### src/rtl/irq_evt_pkg.sv
package irq_evt_pkg;
  localparam int REG_W   = 32;
  localparam int TARDY_N = 3;

  localparam logic [7:0] OFS_EVT_SET = 8'h80;
  localparam logic [7:0] OFS_EVT_CLR = 8'h84;
  localparam logic [7:0] OFS_MSK_SET = 8'h88;
  localparam logic [7:0] OFS_MSK_CLR = 8'h8C;

  localparam int BIT_FATAL = 24;
  localparam int BIT_CYC   = 25;
  localparam int BIT_TARDY = 27;
  localparam int BIT_SOFT  = 29;

  // bits that can hold a value in the event register (31, 30, 28 stay 0)
  localparam logic [REG_W-1:0] EVT_KEEP    = 32'h2FFF_FFFF;
  // bits driven directly by the generic source vector
  localparam logic [REG_W-1:0] GENERIC_SRC = 32'h04FF_FFFF;
  localparam logic [REG_W-1:0] RSVD_BITS   = 32'hD000_0000;
endpackage

### src/rtl/irq_edge_det.sv
module irq_edge_det #(
  parameter int W = 1
) (
  input  logic         clk,
  input  logic         rst_n,
  input  logic [W-1:0] lvl_i,
  output logic [W-1:0] rise_o
);
  logic [W-1:0] prev_q;

  always_ff @(posedge clk or negedge rst_n) begin
    if (!rst_n) prev_q <= '0;
    else        prev_q <= lvl_i;
  end

  assign rise_o = lvl_i & ~prev_q;

  // an edge is reported for one cycle only, even if the level stays high
  assert_single_pulse_R1: assert property (@(posedge clk) disable iff (!rst_n)
    (rise_o != '0) |=> ((rise_o & $past(rise_o)) == '0));
endmodule

### src/rtl/irq_wsc_reg.sv
module irq_wsc_reg #(
  parameter int          W    = 32,
  parameter logic [W-1:0] KEEP = '1
) (
  input  logic         clk,
  input  logic         rst_n,
  input  logic [W-1:0] set_i,
  input  logic [W-1:0] clr_i,
  input  logic [W-1:0] hw_i,
  output logic [W-1:0] q_o
);
  logic [W-1:0] q_d;

  // a set, from software or hardware, outranks a clear in the same cycle
  always_comb q_d = ((q_o & ~clr_i) | set_i | hw_i) & KEEP;

  always_ff @(posedge clk or negedge rst_n) begin
    if (!rst_n) q_o <= '0;
    else        q_o <= q_d;
  end

  // a bit written 1 at the set address reads 1 afterwards
  assert_set_lands_R2: assert property (@(posedge clk) disable iff (!rst_n)
    (($past(set_i) & KEEP & ~q_o) == '0));

  // a bit only drops after a clear write that named it
  assert_clear_only_R3: assert property (@(posedge clk) disable iff (!rst_n)
    (($past(q_o) & ~q_o & ~$past(clr_i)) == '0));

  // a hardware set survives a simultaneous clear
  assert_hw_wins_R11: assert property (@(posedge clk) disable iff (!rst_n)
    ((($past(hw_i) & KEEP) & ~q_o) == '0));
endmodule

### src/rtl/irq_src_merge.sv
module irq_src_merge
  import irq_evt_pkg::*;
#(
  parameter int NUM_CTX = 8
) (
  input  logic               clk,
  input  logic               rst_n,
  input  logic [REG_W-1:0]   src_evt_i,
  input  logic [NUM_CTX-1:0] ctx_fatal_i,
  input  logic               cyc_long_i,
  input  logic               cyc_master_i,
  input  logic               tardy_en_i,
  input  logic [TARDY_N-1:0] tardy_cond_i,
  input  logic               fatal_bit_i,
  output logic [REG_W-1:0]   hw_set_o,
  output logic [NUM_CTX-1:0] dead_o,
  output logic               cyc_clr_o
);
  logic [REG_W-1:0]   gen_rise;
  logic [NUM_CTX-1:0] fatal_rise;
  logic               cyc_rise;
  logic               tardy_rise;
  logic               tardy_lvl;
  logic [REG_W-1:0]   gen_gated;
  logic [NUM_CTX-1:0] dead_q;

  assign tardy_lvl = tardy_en_i & (|tardy_cond_i);

  irq_edge_det #(.W(REG_W)) u_gen_edge (
    .clk(clk), .rst_n(rst_n), .lvl_i(src_evt_i), .rise_o(gen_rise));
  irq_edge_det #(.W(NUM_CTX)) u_fatal_edge (
    .clk(clk), .rst_n(rst_n), .lvl_i(ctx_fatal_i), .rise_o(fatal_rise));
  irq_edge_det #(.W(1)) u_cyc_edge (
    .clk(clk), .rst_n(rst_n), .lvl_i(cyc_long_i), .rise_o(cyc_rise));
  irq_edge_det #(.W(1)) u_tardy_edge (
    .clk(clk), .rst_n(rst_n), .lvl_i(tardy_lvl), .rise_o(tardy_rise));

  // contexts marked dead keep their mark while the fatal bit is up
  always_ff @(posedge clk or negedge rst_n) begin
    if (!rst_n)                              dead_q <= '0;
    else if (!fatal_bit_i && fatal_rise == '0) dead_q <= '0;
    else                                     dead_q <= dead_q | fatal_rise;
  end
  assign dead_o = dead_q;

  for (genvar b = 0; b < REG_W; b++) begin : g_bit
    if (b < NUM_CTX) begin : g_ctx
      assign gen_gated[b] = gen_rise[b] & GENERIC_SRC[b] & ~(fatal_bit_i & dead_q[b]);
    end else begin : g_plain
      assign gen_gated[b] = gen_rise[b] & GENERIC_SRC[b];
    end
  end

  assign cyc_clr_o = cyc_rise & cyc_master_i;

  always_comb begin
    hw_set_o            = gen_gated;
    hw_set_o[BIT_FATAL] = |fatal_rise;
    hw_set_o[BIT_CYC]   = cyc_clr_o;
    hw_set_o[BIT_TARDY] = tardy_rise;
  end

  // the clear request needs the cycle-master bit to be on
  assert_cyc_needs_master_R8: assert property (@(posedge clk) disable iff (!rst_n)
    cyc_clr_o |-> cyc_master_i);

  // the tardy bit is only requested while its enable is high
  assert_tardy_enable_R9: assert property (@(posedge clk) disable iff (!rst_n)
    hw_set_o[BIT_TARDY] |-> tardy_en_i);
endmodule

### src/rtl/irq_event_regs.sv
module irq_event_regs
  import irq_evt_pkg::*;
#(
  parameter int ADDR_W  = 8,
  parameter int NUM_CTX = 8
) (
  input  logic                clk,
  input  logic                rst_n,
  input  logic [ADDR_W-1:0]   bus_addr,
  input  logic                bus_wr,
  input  logic [REG_W-1:0]    bus_wdata,
  output logic [REG_W-1:0]    bus_rdata,
  input  logic [REG_W-1:0]    src_evt,
  input  logic [NUM_CTX-1:0]  ctx_fatal,
  input  logic                cyc_long,
  input  logic                cyc_master,
  input  logic                tardy_en,
  input  logic [TARDY_N-1:0]  tardy_cond,
  output logic                cyc_master_clr,
  output logic                irq
);
  localparam logic [ADDR_W-1:0] A_EVT_SET = ADDR_W'(OFS_EVT_SET);
  localparam logic [ADDR_W-1:0] A_EVT_CLR = ADDR_W'(OFS_EVT_CLR);
  localparam logic [ADDR_W-1:0] A_MSK_SET = ADDR_W'(OFS_MSK_SET);
  localparam logic [ADDR_W-1:0] A_MSK_CLR = ADDR_W'(OFS_MSK_CLR);

  logic [REG_W-1:0]   evt_set, evt_clr, msk_set, msk_clr;
  logic [REG_W-1:0]   evt_q, msk_q, hw_set, pend;
  logic [NUM_CTX-1:0] dead;

  always_comb begin
    evt_set = '0;
    evt_clr = '0;
    msk_set = '0;
    msk_clr = '0;
    if (bus_wr) begin
      unique case (bus_addr)
        A_EVT_SET: evt_set = bus_wdata;
        A_EVT_CLR: evt_clr = bus_wdata;
        A_MSK_SET: msk_set = bus_wdata;
        A_MSK_CLR: msk_clr = bus_wdata;
        default: ;
      endcase
    end
  end

  irq_src_merge #(.NUM_CTX(NUM_CTX)) u_merge (
    .clk(clk), .rst_n(rst_n),
    .src_evt_i(src_evt), .ctx_fatal_i(ctx_fatal),
    .cyc_long_i(cyc_long), .cyc_master_i(cyc_master),
    .tardy_en_i(tardy_en), .tardy_cond_i(tardy_cond),
    .fatal_bit_i(evt_q[BIT_FATAL]),
    .hw_set_o(hw_set), .dead_o(dead), .cyc_clr_o(cyc_master_clr));

  irq_wsc_reg #(.W(REG_W), .KEEP(EVT_KEEP)) u_evt (
    .clk(clk), .rst_n(rst_n),
    .set_i(evt_set), .clr_i(evt_clr), .hw_i(hw_set), .q_o(evt_q));

  irq_wsc_reg #(.W(REG_W), .KEEP({REG_W{1'b1}})) u_msk (
    .clk(clk), .rst_n(rst_n),
    .set_i(msk_set), .clr_i(msk_clr), .hw_i({REG_W{1'b0}}), .q_o(msk_q));

  assign pend = evt_q & msk_q;
  assign irq  = |pend;

  always_comb begin
    if (bus_addr == A_EVT_SET || bus_addr == A_EVT_CLR)      bus_rdata = pend;
    else if (bus_addr == A_MSK_SET || bus_addr == A_MSK_CLR) bus_rdata = msk_q;
    else                                                     bus_rdata = '0;
  end

  // reserved event positions never show up in an event read
  assert_rsvd_read_R5: assert property (@(posedge clk) disable iff (!rst_n)
    (bus_addr == A_EVT_SET) |-> ((bus_rdata & RSVD_BITS) == '0));

  // the software bit only rises after a set write naming it
  assert_soft_only_R6: assert property (@(posedge clk) disable iff (!rst_n)
    $rose(evt_q[BIT_SOFT]) |-> $past(evt_set[BIT_SOFT]));

  // a marked context's bit cannot rise from hardware while the fatal bit holds
  assert_ctx_blocked_R7: assert property (@(posedge clk) disable iff (!rst_n)
    ((evt_q[NUM_CTX-1:0] & ~$past(evt_q[NUM_CTX-1:0]) & ~$past(evt_set[NUM_CTX-1:0])
      & $past(dead) & {NUM_CTX{$past(evt_q[BIT_FATAL])}}) == '0));

  // the clear request is always accompanied by the overrun event
  assert_cyc_event_R8: assert property (@(posedge clk) disable iff (!rst_n)
    cyc_master_clr |=> evt_q[BIT_CYC]);

  // the tardy bit rises only from software or with the enable up
  assert_tardy_rise_R9: assert property (@(posedge clk) disable iff (!rst_n)
    $rose(evt_q[BIT_TARDY]) |-> ($past(tardy_en) || $past(evt_set[BIT_TARDY])));

  // an interrupt needs at least one enabled mask bit
  assert_irq_masked_R10: assert property (@(posedge clk) disable iff (!rst_n)
    irq |-> (msk_q != '0));
endmodule

### config.mk
export PLATFORM = sky130hd
export DESIGN_NAME = irq_event_regs
export DESIGN_NICKNAME = d
export VERILOG_FILES = /design/src/rtl/irq_evt_pkg.sv /design/src/rtl/irq_edge_det.sv /design/src/rtl/irq_wsc_reg.sv /design/src/rtl/irq_src_merge.sv /design/src/rtl/irq_event_regs.sv
export SDC_FILE = /design/constraint.sdc
export NUM_CORES = 1
export LEC_CHECK = 0
export BUFFER_PORTS_ARGS = -buffer_cell sky130_fd_sc_hd__buf_2
export CAP_MARGIN = 25
export CORE_MARGIN = 5
export CORE_UTILIZATION = 55
export DETAILED_ROUTE_END_ITERATION = 10
export PLACE_DENSITY_LB_ADDON = 0.08
export SYNTH_ARGS = -nofsm -noshare
export SYNTH_HDL_FRONTEND = slang
export SYNTH_SLANG_ARGS = --single-unit
### constraint.sdc
create_clock -name clk -period 5 [get_ports clk]
set_clock_uncertainty 0.05 [all_clocks]
set_input_delay 1.5 -clock clk [delete_from_list [all_inputs] [get_ports clk]]
set_output_delay 1.5 -clock clk [all_outputs]
set_load 0.1 [all_outputs]
Yosys cells after proc, flatten, opt, wreduce, memory -nomap -nowiden
Index checks and enable logic that the tools add are counted.
- shift-type cells: 0
- add/sub/neg operators: 0
- bitwise gates (word level): 43
- $mul: 0
- multiplexer cells: 11
- divide/modulo/power cells: 0
- reductions and logical operators: 8
- equality and inequality tests: 4
- magnitude comparators: 0
- operators by type and width (kind ; count):
    $mux W32 ; 6
    $mux W30 ; 4
    $and A30 B32 Y32 ; 1
    $and A32 B32 Y32 ; 1
    $eq A8 B8 Y1 const B ; 4
    $not A32 Y32 ; 1
    $or A32 B32 Y32 ; 1
    $reduce_or A32 Y1 ; 1
    $and A30 B30 Y30 ; 1
    $not A30 Y30 ; 1
    $or A30 B28 Y30 ; 1
    $or A30 B30 Y30 ; 1
    $and A27 B27 Y27 ; 1
    $not A27 Y27 ; 1
    $and A1 B1 Y1 ; 20
    $not A1 Y1 ; 10
    $and A8 B8 Y8 ; 1
    $logic_not A8 Y1 ; 1
    $mux W8 ; 1
    $not A8 Y8 ; 1
    $or A8 B8 Y8 ; 1
    $reduce_or A8 Y1 ; 1
    $reduce_or A3 Y1 ; 1
    $logic_or A1 B1 Y1 ; 2
    other kinds (2) ; 2
- output and inout bits: 34
- latch bits: 0
- flip-flop bits (word level): 106
- word-level logic and storage cells: 73
- ROM bits: 0
- memories kept: 0
- RAM bits: 0

Logic depth before layout (Yosys ltp)
Gate-level depths: netlist of run 1.
- depth in word-level cells: 7
- mapped depth: 6

Cells and area by module
From an unflattened synthesis of run 1, not the netlist that was laid out.
- cell total of the unflattened synthesis: 653
- area, all modules: 5604.1 um^2
- by module, submodules not included (module ; seq. area each (um^2) ; cells an instance ; instances ; area an instance (um^2)):
    irq_edge_det at u_merge.u_gen_edge ; 800.8 ; 64 ; 1 ; 1241.2
    irq_event_regs ; 0.0 ; 276 ; 1 ; 1204.9
    irq_wsc_reg at u_msk ; 800.8 ; 128 ; 1 ; 1201.2
    irq_wsc_reg at u_evt ; 725.7 ; 120 ; 1 ; 1114.8
    irq_src_merge ; 200.2 ; 45 ; 1 ; 454.2
    irq_edge_det at u_merge.u_fatal_edge ; 200.2 ; 16 ; 1 ; 310.3
    irq_edge_det at u_merge.u_cyc_edge ... ; 25.0 ; 2 ; 2 ; 38.8

Worst setup path before layout of run 1
Ideal clock, no wire load.
- path kind: input to output
- start point: input port bus_addr[1]
- end point: output port bus_rdata[19]
- data arrival time: 3.595 ns
- stages: 5
- slack: -0.145 ns
- data required time: 3.450 ns
- cells stage by stage: nor4b_4 nand2_1 buf_2 buf_1 nor2_1
- cells in the longest elaborated chain, start to end: 4
- elaborated cells between the ends (all ways): 8
- those cells by class: 4 x eq/ne; 2 x mux; 2 x reduce/logical
- RTL lines (what ; line ; source):
    start, declared ; irq_event_regs.sv:9 ; input logic [ADDR_W-1:0] bus_addr,
    $eq A8 B8 Y1 ; irq_event_regs.sv:68 ; else if (bus_addr == A_MSK_SET || bus_addr == A_MSK_CLR) bus_rdata = msk_q;
    $logic_or A1 B1 Y1 ; irq_event_regs.sv:68 ;
    $mux W32 ; irq_event_regs.sv:68 ;
    $mux W32 * ; irq_event_regs.sv:67 ; if (bus_addr == A_EVT_SET || bus_addr == A_EVT_CLR) bus_rdata = pend;
    end, declared ; irq_event_regs.sv:12 ; output logic [REG_W-1:0] bus_rdata,
Every way passes the cells marked *; elsewhere a longest branch is shown, timed or not.

Final worst setup path of run 1
- start point: input port bus_addr[1]
- end point: output port bus_rdata[16]
The elaborated chain is that of the path after synthesis.

==> impl_metrics.json, run 1 <==
{
  "status": "complete, no violations",
  "cp-startpoint": "bus_addr[1]",
  "cts_setup_buffers": 0,
  "end_kind": "output port",
  "io_buffer_count": 115,
  "first_global_vias": 3742,
  "yosysMostFrequentCell": "dfrtp_1",
  "slew_headroom": 0.437,
  "slowest_delay_ns": 0.39,
  "path_delay_family": "simple AND/OR/NAND/NOR gates",
  "setup_tns_ns": 0,
  "finalSetupViolCount": 0,
  "die-area_um2": 10100,
  "diodes": 0,
  "crit_type": "in -> out",
  "drc_errors": 0,
  "worst_pin_slew_ns": 0.845,
  "ctsResizeCount": 0,
  "seq_area_um2": 2600,
  "hold_slack_ns": 0.473,
  "placedCellCount": 637,
  "seq_area_frac_synth": 0.576,
  "p_total_mw": 1.57,
  "ir_drop_v": 0.000192,
  "crit_end": "bus_rdata[16]",
  "maxCapViolCount": 0,
  "drt_iter0_drc": 197,
  "min_path_type": "reg -> reg",
  "p_leak_nw": 2.51,
  "synth_cells": 439,
  "dpl-instance-area_um2": 5570,
  "r2r_end": "u_merge.dead_o[2]",
  "grt_pass1_wl_um": 18500,
  "cts_root_buf": "clkbuf_8",
  "yosys.area.top_type": "dfrtp_1",
  "core-area_um2": 8090,
  "h-tree-depth": 3,
  "drt_pass1_iterations": 5,
  "dp_hpwl_um": 8060,
  "synth_top_area_frac": 0.576,
  "synth_cell_types": 30,
  "crit_buf_inv": 3,
  "fin_crit_sh": 0.918,
  "vias": 3785,
  "hold_viol": 0,
  "yosysWarnings": 0,
  "pre_cts_slack_ns": 0.389,
  "drive_above_1_share": 0.259,
  "fill_cells": 626,
  "syn_area_um2": 4510,
  "clock.fmax_mhz": 218,
  "reg2reg_depth": 4,
  "fp.dieW_um": 101,
  "grt_max_degree": 69,
  "cp.depth": 6,
  "synth_edf_count": 0,
  "syn2layout_area_growth_pct": 28.1,
  "worst_slack_ns": 0.410,
  "worstPathCellList": "buf_2 > nor4b_4 > nand2_1 > buf_4 > nor2_1 > buf_12",
  "fp-row-count": 33,
  "cts.sinks": 104,
  "async_flop_share": 1.00,
  "path_clk_slew_ns": 0.10,
  "post-route-util": 0.715,
  "ys_ff_latch": 104,
  "worst_path_max_delay_cell": "nor4b_4",
  "avgRoutedWirePerCell_um": 17.4,
  "ff2ff_setup_slack_ns": 3.41,
  "place_congestion": 0.798,
  "nets": 633,
  "synthTopCellsByCount": "dfrtp_1 (104), o21ai_0 (67), nand2_1 (41), nor2_1 (33), o31ai_1 (30)",
  "crit_fanout": 12,
  "cts_max_path_buffers": 2,
  "cp.required_ns": 3.45,
  "cts_hold_buffers": 0,
  "rsz0062_at_grt": "no",
  "via_per_inst": 5.79,
  "insertion_delay_ns": 0.36,
  "synthFlopType": "dfrtp_1",
  "syn_nets": 528,
  "multi_input_area_um2": 1720,
  "io_pins": 123,
  "reg2reg_from": "u_merge.u_fatal_edge.prev_q[4]",
  "drv_slew": 0,
  "die_y_um": 101,
  "start_util": 0.558,
  "stdcell_count": 654,
  "grt_overflow_total": 0,
  "syn_avg_cell_area_um2": 10.3,
  "layout_min_cycle_time_ns": 4.59,
  "crit_path_start_kind": "primary input",
  "groute.usage.overall": 0.236,
  "cts_tree": "yes",
  "crit_arrival_ns": 3.04,
  "synth_area_leaders": "dfrtp_1 (58%), o21ai_0 (7.4%), o311ai_1 (5.2%), o31ai_1 (5.0%), nand2b_1 (3.6%)",
  "wl_um": 11400,
  "grt_antenna_before_repair": 0,
  "ant_nets": 0,
  "cts_buffers": 9,
  "power_density_nw_per_um2": 271,
  "fin_area_um2": 5780
}
==> state kept, by name, summed over array words and instances, names as in the netlist <==
name,flops
u_merge.u_cyc_edge.prev_q,1
u_evt.q_o,29
u_merge.u_tardy_edge.prev_q,1
u_merge.dead_o,8
u_msk.q_o,32
u_merge.u_gen_edge.prev_q,25
u_merge.u_fatal_edge.prev_q,8
==> how the worst min path moves through the flow <==
stage | startpoint | to | slack [ns] | depth (start not counted)
after floorplan | u_evt.q_o[25] | u_evt.q_o[25] | 0.44 | 2
after global placement | u_merge.dead_o[0] | u_merge.dead_o[0] | 0.45 | 2
after detailed placement | u_merge.dead_o[1] | u_merge.dead_o[1] | 0.46 | 2
after CTS | u_merge.dead_o[1] | u_merge.dead_o[1] | 0.48 | 2
after global routing | u_merge.dead_o[5] | u_merge.dead_o[5] | 0.50 | 2
final | u_merge.dead_o[4] | u_merge.dead_o[4] | 0.47 | 2
==> power breakdown <==
part | switching (mW) | total, mW | internal, mW
Clock | 0.283 | 0.495 | 0.211
Combinational | 0.121 | 0.182 | 0.0611
Sequential | 0.0156 | 0.888 | 0.872
Total | 0.421 | 1.57 | 1.14
==> cell type report <==
cell class | count | area share
Tap cell | 105 | 0.0227
Multi-Input combinational cell | 295 | 0.297
Sequential cell | 104 | 0.450
Clock buffer | 11 | 0.0262
Clock inverter | 5 | 0.00671
Inverter | 11 | 0.00714
Timing Repair Buffer | 123 | 0.190
==> logic make-up (layout without fill, tap and decap cells) <==
family,after synthesis,in the layout,synth area share
AOI/OAI and AO/OA,168,168,0.237
buffers and inverters,40,150,0.0424
DFF,104,104,0.576
muxes,3,3,0.00665
and+or+nand+nor,124,124,0.137
==> tightest hold or removal path, delay by kind of cell (launching register included) <==
| family | cells | cell delay [ns] |
|---|---|---|
| AO/OA/AOI/OAI | 1 | 0.05 |
| flip-flops | 1 | 0.39 |
| buffers and inverters | 1 | 0.05 |
==> layout by cell type, fill, tap and decap left out, types with 2 or more instances in the layout <==
master	n
dfrtp_1	104
buf_2	85
o21ai_0	67
nand2_1	41
nor2_1	33
buf_12	31
o31ai_1	30
o311ai_1	27
nand2b_1	26
o21ai_1	20
inv_1	11
clkbuf_8	11
a21oi_1	8
nand3b_1	8
a22oi_1	8
buf_4	7
nand3_1	4
nand4_1	4
mux2i_1	3
and2_1	3
a221oi_1	3
a22o_1	2
clkinv_4	2
==> layer usage <==
| layer | share of wire | global-route usage |
|---|---|---|
| met3 | 0.051 | 0.0561 |
| met2 | 0.52 | 0.398 |
| met4 | 0.013 | 0.0580 |
| met5 | 0 | 0 |
| met1 | 0.42 | 0.307 |
Power figures use the tool's default switching activity.
==> inputs of run 2 (changes only) <==
--- a/config.mk
+++ b/config.mk
@@ -7,10 +7,10 @@
 export LEC_CHECK = 0
 export BUFFER_PORTS_ARGS = -buffer_cell sky130_fd_sc_hd__buf_2
 export CAP_MARGIN = 25
-export CORE_MARGIN = 5
+export CORE_ASPECT_RATIO = 0.7
 export CORE_UTILIZATION = 55
 export DETAILED_ROUTE_END_ITERATION = 10
-export PLACE_DENSITY_LB_ADDON = 0.08
+export PLACE_DENSITY = 0.8
 export SYNTH_ARGS = -nofsm -noshare
 export SYNTH_HDL_FRONTEND = slang
 export SYNTH_SLANG_ARGS = --single-unit
==> run 2 against run 1 <==
  * Non-clock buffer count did not move
  * Sequential power hardly changed
  * Worst hold slack got worse by 0.0039 ns
  * Critical path depth decreased by 1
  * Register-to-register slack better by 0.24 ns
  * Highest routed layer is now met5
  * Final area up 2.0%
==> impl_metrics.json, run 2 (synthesized netlist as in run 1, its figures left out) <==
{
  "insertion_delay_ns": 0.35,
  "grt_antenna_before_repair": 1,
  "ant_nets": 0,
  "worst_path_max_delay_cell": "buf_2",
  "crit_fanout": 6,
  "crit_type": "in -> out",
  "first_global_vias": 3869,
  "p_leak_nw": 2.57,
  "post-route-util": 0.746,
  "crit_arrival_ns": 2.95,
  "hold_viol": 0,
  "worst_pin_slew_ns": 0.716,
  "via_per_inst": 5.99,
  "die_y_um": 77.8,
  "nets": 633,
  "dpl-instance-area_um2": 5560,
  "h-tree-depth": 3,
  "regMostFlops": "u_msk.q_o",
  "fill_cells": 550,
  "finalSetupViolCount": 0,
  "groute.usage.overall": 0.294,
  "top_regs": "u_msk.q_o (32), u_evt.q_o (29), u_merge.u_gen_edge.prev_q (25)",
  "pwr-share-comb": 0.105,
  "dp_hpwl_um": 7610,
  "p_total_mw": 1.74,
  "diodes": 0,
  "min_path_type": "reg -> reg",
  "crit_path_start_kind": "primary input",
  "layout_min_cycle_time_ns": 4.50,
  "grt_overflow_total": 0,
  "worst_path_most_repeated_cell": "buf_2",
  "path_clk_slew_ns": 0.07,
  "cts_hold_buffers": 0,
  "cts_buffers": 9,
  "fin_area_um2": 5900,
  "ir_drop_v": 0.000293,
  "power_switching_mw": 0.443,
  "cts.sinks": 104,
  "setup_tns_ns": 0,
  "io_pins": 123,
  "clock.fmax_mhz": 222,
  "drc_errors": 0,
  "drt_iter0_drc": 288,
  "seq_area_um2": 2600,
  "place_congestion": 0.809,
  "syn2layout_area_growth_pct": 30.7,
  "ctsResizeCount": 0,
  "cts_max_path_buffers": 2,
  "start_util": 0.571,
  "power_density_nw_per_um2": 295,
  "fin_crit_sh": 0.900,
  "worstPathCellList": "buf_2 > nor4b_4 > and3_1 > and2_1 > buf_2",
  "wl_um": 11600,
  "grt_max_degree": 81,
  "grt_pass1_wl_um": 18900,
  "cts_setup_buffers": 0,
  "cp.required_ns": 3.45,
  "status": "complete, no violations",
  "layout_common_cells": "dfrtp_1 (104), buf_2 (85), o21ai_0 (67)",
  "p_sw_frac": 0.254,
  "vias": 3892,
  "multi_input_area_um2": 1720,
  "fp-row-count": 27,
  "fp.dieW_um": 110,
  "rsz0062_at_grt": "no",
  "slowest_delay_ns": 0.42,
  "cts_root_buf": "clkbuf_16",
  "maxCapViolCount": 0,
  "io_buffer_count": 115,
  "clock_power_share": 0.383,
  "drive_above_1_share": 0.259,
  "final_common_cell": "dfrtp_1",
  "seq_power_share": 0.511,
  "core-area_um2": 7910,
  "drt_pass1_iterations": 5,
  "end_kind": "output port",
  "die-area_um2": 8580,
  "drv_slew": 0,
  "avgRoutedWirePerCell_um": 17.8,
  "intPower_mw": 1.30,
  "largest_register_ffs": 32,
  "hold_slack_ns": 0.469,
  "cts_tree": "yes",
  "slew_headroom": 0.520
}
==> run 2: changes by cell type in the layout (fill, tap and decap cells not counted), sizes merged <==
cell,previous run,this run
buf,123,122
clkinv,3,4
inv,12,11
clkbuf,11,12
==> run 2: worst paths after layout <==
kind	startpoint	end	slack, ns	cells past startpoint
worst min register to register	u_merge.dead_o[0]	u_merge.dead_o[0]	0.47	2
min in group asynchronous	rst_n	u_merge.u_gen_edge.prev_q[7]	1.02	1
max in group asynchronous	rst_n	u_merge.u_gen_edge.prev_q[9]	2.93	3
worst max register to register	u_merge.u_fatal_edge.prev_q[6]	u_merge.dead_o[4]	3.65	5
worst min-delay path	u_merge.dead_o[0]	u_merge.dead_o[0]	0.47	2
worst max-delay path	bus_addr[1]	bus_rdata[30]	0.50	5
==> run 2: power groups by stage <==
stage	clock, mW	combinational [mW]	sequential (mW)
floorplan	0	0.101	0.899
global placement	0	0.174	0.903
detailed placement	0	0.179	0.905
CTS	0.677	0.180	0.889
global route	0.709	0.203	0.894
finish	0.668	0.184	0.890
==> run 2: cell type report <==
cell class,instances,area share
sequential,104,0.441
multi-input combinational,295,0.292
timing repair buffer,123,0.191
clock buffer,11,0.0428
tap,101,0.0214
inverter,11,0.00700
clock inverter,5,0.00530
==> run 2: stage by stage <==
stage	worst slack [ns]	std cells
finish	0.498	650
global route	0.412	650
CTS	0.491	647
detailed placement	0.496	631
global placement	0.503	630
floorplan	-0.145	439
==> run 2: worst max-delay path: cells and delay by family <==
kind | cells | cell delay (ns)
buffers and inverters | 2 | 0.53
and+or+nand+nor | 3 | 0.91
==> run 2: routing by layer <==
| metal | vias to the layer above | wire [µm] | GRT usage |
|---|---|---|---|
| met4 | 2 | 153 | 0.0921 |
| met3 | 17 | 987 | 0.0874 |
| li1 | 1813 | - | - |
| met1 | 1892 | 5180 | 0.404 |
| met5 | - | 8 | 0 |
| met2 | 168 | 5220 | 0.448 |
==> inputs of run 3 (changes only) <==
--- a/config.mk
+++ b/config.mk
@@ -6,8 +6,6 @@
 export NUM_CORES = 1
 export LEC_CHECK = 0
 export BUFFER_PORTS_ARGS = -buffer_cell sky130_fd_sc_hd__buf_2
-export CAP_MARGIN = 25
-export CORE_ASPECT_RATIO = 0.7
 export CORE_UTILIZATION = 55
 export DETAILED_ROUTE_END_ITERATION = 10
 export PLACE_DENSITY = 0.8
==> constraint.sdc (replaced) <==
create_clock -name clk -period 5.5 [get_ports clk]
set_clock_uncertainty 0.05 [all_clocks]
set_input_delay 1.65 -clock clk [delete_from_list [all_inputs] [get_ports clk]]
set_output_delay 1.65 -clock clk [all_outputs]
set_load 0.1 [all_outputs]
==> run 3 against run 2 <==
  * Final area is 2.9% lower
  * Cell count shrank 0.31%
  * Die area about the same
  * Non-clock buffer count down 3
  * Largest cell class unchanged
  * Largest power group unchanged
==> impl_metrics.json, run 3 (synthesized netlist as in run 1, its figures left out) <==
{
  "grt_overflow_total": 0,
  "reg2reg_from": "u_merge.u_fatal_edge.prev_q[4]",
  "min_path_type": "reg -> reg",
  "final_common_cell": "dfrtp_1",
  "path_clk_slew_ns": 0.11,
  "drc_errors": 0,
  "avgRoutedWirePerCell_um": 16.7,
  "grt_antenna_before_repair": 0,
  "crit_fanout": 10,
  "reg2reg_depth": 4,
  "via_per_inst": 5.92,
  "insertion_delay_ns": 0.36,
  "ant_nets": 0,
  "cts_setup_buffers": 0,
  "min_from": "u_merge.dead_o[4]",
  "ir_drop_v": 0.000187,
  "crit_type": "in -> out",
  "pre_cts_slack_ns": 0.538,
  "power_density_nw_per_um2": 247,
  "ff2ff_setup_slack_ns": 3.88,
  "rsz0062_at_grt": "no",
  "worst_path_max_delay_cell": "nor4b_4",
  "place_congestion": 0.793,
  "start_util": 0.575,
  "first_global_vias": 3738,
  "nets": 630,
  "die-area_um2": 8570,
  "holdPathEnd": "u_merge.dead_o[4]",
  "p_leak_nw": 2.48,
  "slowest_delay_ns": 0.38,
  "die_y_um": 92.6,
  "syn2layout_area_growth_pct": 27.0,
  "largest_register_ffs": 32,
  "hold_viol": 0,
  "io_pins": 123,
  "end_kind": "output port",
  "grt_pass1_wl_um": 17800,
  "cts.sinks": 104,
  "cp.required_ns": 3.80,
  "cts_max_path_buffers": 2,
  "cts_hold_buffers": 0,
  "ctsResizeCount": 0,
  "slew_headroom": 0.262,
  "worstPathCellList": "buf_2 > nor4b_4 > nand2_1 > buf_4 > nor2_1 > buf_12",
  "groute.usage.overall": 0.269,
  "seq_area_um2": 2600,
  "p_total_mw": 1.41,
  "clock.fmax_mhz": 201,
  "core-area_um2": 7850,
  "fin_crit_sh": 0.904,
  "diodes": 0,
  "h-tree-depth": 3,
  "cts_root_buf": "clkbuf_8",
  "grt_max_degree": 77,
  "crit_path_start_kind": "primary input",
  "dp_hpwl_um": 7400,
  "setup_tns_ns": 0,
  "drv_slew": 0,
  "drt_iter0_drc": 211,
  "crit_arrival_ns": 3.27,
  "status": "complete, no violations",
  "path_delay_family": "simple AND/OR/NAND/NOR gates",
  "cts_tree": "yes",
  "maxCapViolCount": 0,
  "regMostFlops": "u_msk.q_o",
  "hold_slack_ns": 0.469,
  "fp.dieW_um": 92.6,
  "crit_buf_inv": 3,
  "drt_pass1_iterations": 5,
  "worst_pin_slew_ns": 1.11,
  "finalSetupViolCount": 0,
  "wl_um": 10800,
  "io_buffer_count": 115,
  "drive_above_1_share": 0.255,
  "hold_depth": 2,
  "r2r_end": "u_merge.dead_o[7]",
  "worst_slack_ns": 0.530,
  "fill_cells": 600,
  "top_regs": "u_msk.q_o (32), u_evt.q_o (29), u_merge.u_gen_edge.prev_q (25)",
  "multi_input_area_um2": 1720,
  "layout_common_cells": "dfrtp_1 (104), buf_2 (85), o21ai_0 (67)",
  "vias": 3838,
  "layout_min_cycle_time_ns": 4.97,
  "fp-row-count": 32,
  "cts_buffers": 9
}
[run 3: through the flow]
step,area (µm²),instances,utilization
floorplan,4510,439,-
global placement,5540,632,0.706
detailed placement,5540,632,0.706
CTS,5730,648,0.730
global route,5730,648,0.730
finish,5730,648,0.730
[run 3: worst min-delay path, cell delays in order, from the launching register on]
cell,delay (ns)
dfrtp_1,0.39
inv_1,0.05
a21oi_1,0.05
[run 3: power by group]
part	switching [mW]	total (mW)	leakage, nW	internal [mW]
Combinational	0.107	0.160	1.19	0.0530
Clock	0.273	0.447	0.0934	0.174
Sequential	0.0144	0.807	1.20	0.793
Total	0.395	1.41	2.48	1.02
[run 3: layout make-up]
class                      instances  share of cell area
clock inverter                     7              0.0114
sequential                       104               0.454
multi-input combinational        295               0.300
inverter                          11             0.00720
timing repair buffer             120               0.183
clock buffer                       9              0.0216
tap                              102              0.0223
[run 3: routing by layer]
metal  up-vias  global-route usage  routed length [µm]
met4         0              0.0977                 160
met1      1853               0.345                4460
met5         -                   0                   0
met3        15              0.0550                 708
met2       159               0.454                5510
li1       1811                   -                   -
[run 3: worst max path at each step]
| stage | endpoint | slack, ns | depth (start not counted) | startpoint |
|---|---|---|---|---|
| after floorplan | bus_rdata[19] | 0.05 | 5 | bus_addr[1] |
| after global placement | bus_rdata[4] | 0.58 | 6 | bus_addr[1] |
| after detailed placement | bus_rdata[2] | 0.54 | 6 | bus_addr[1] |
| after CTS | bus_rdata[2] | 0.52 | 6 | bus_addr[1] |
| after global routing | bus_rdata[2] | 0.41 | 6 | bus_addr[1] |
| final | bus_rdata[2] | 0.53 | 6 | bus_addr[1] |
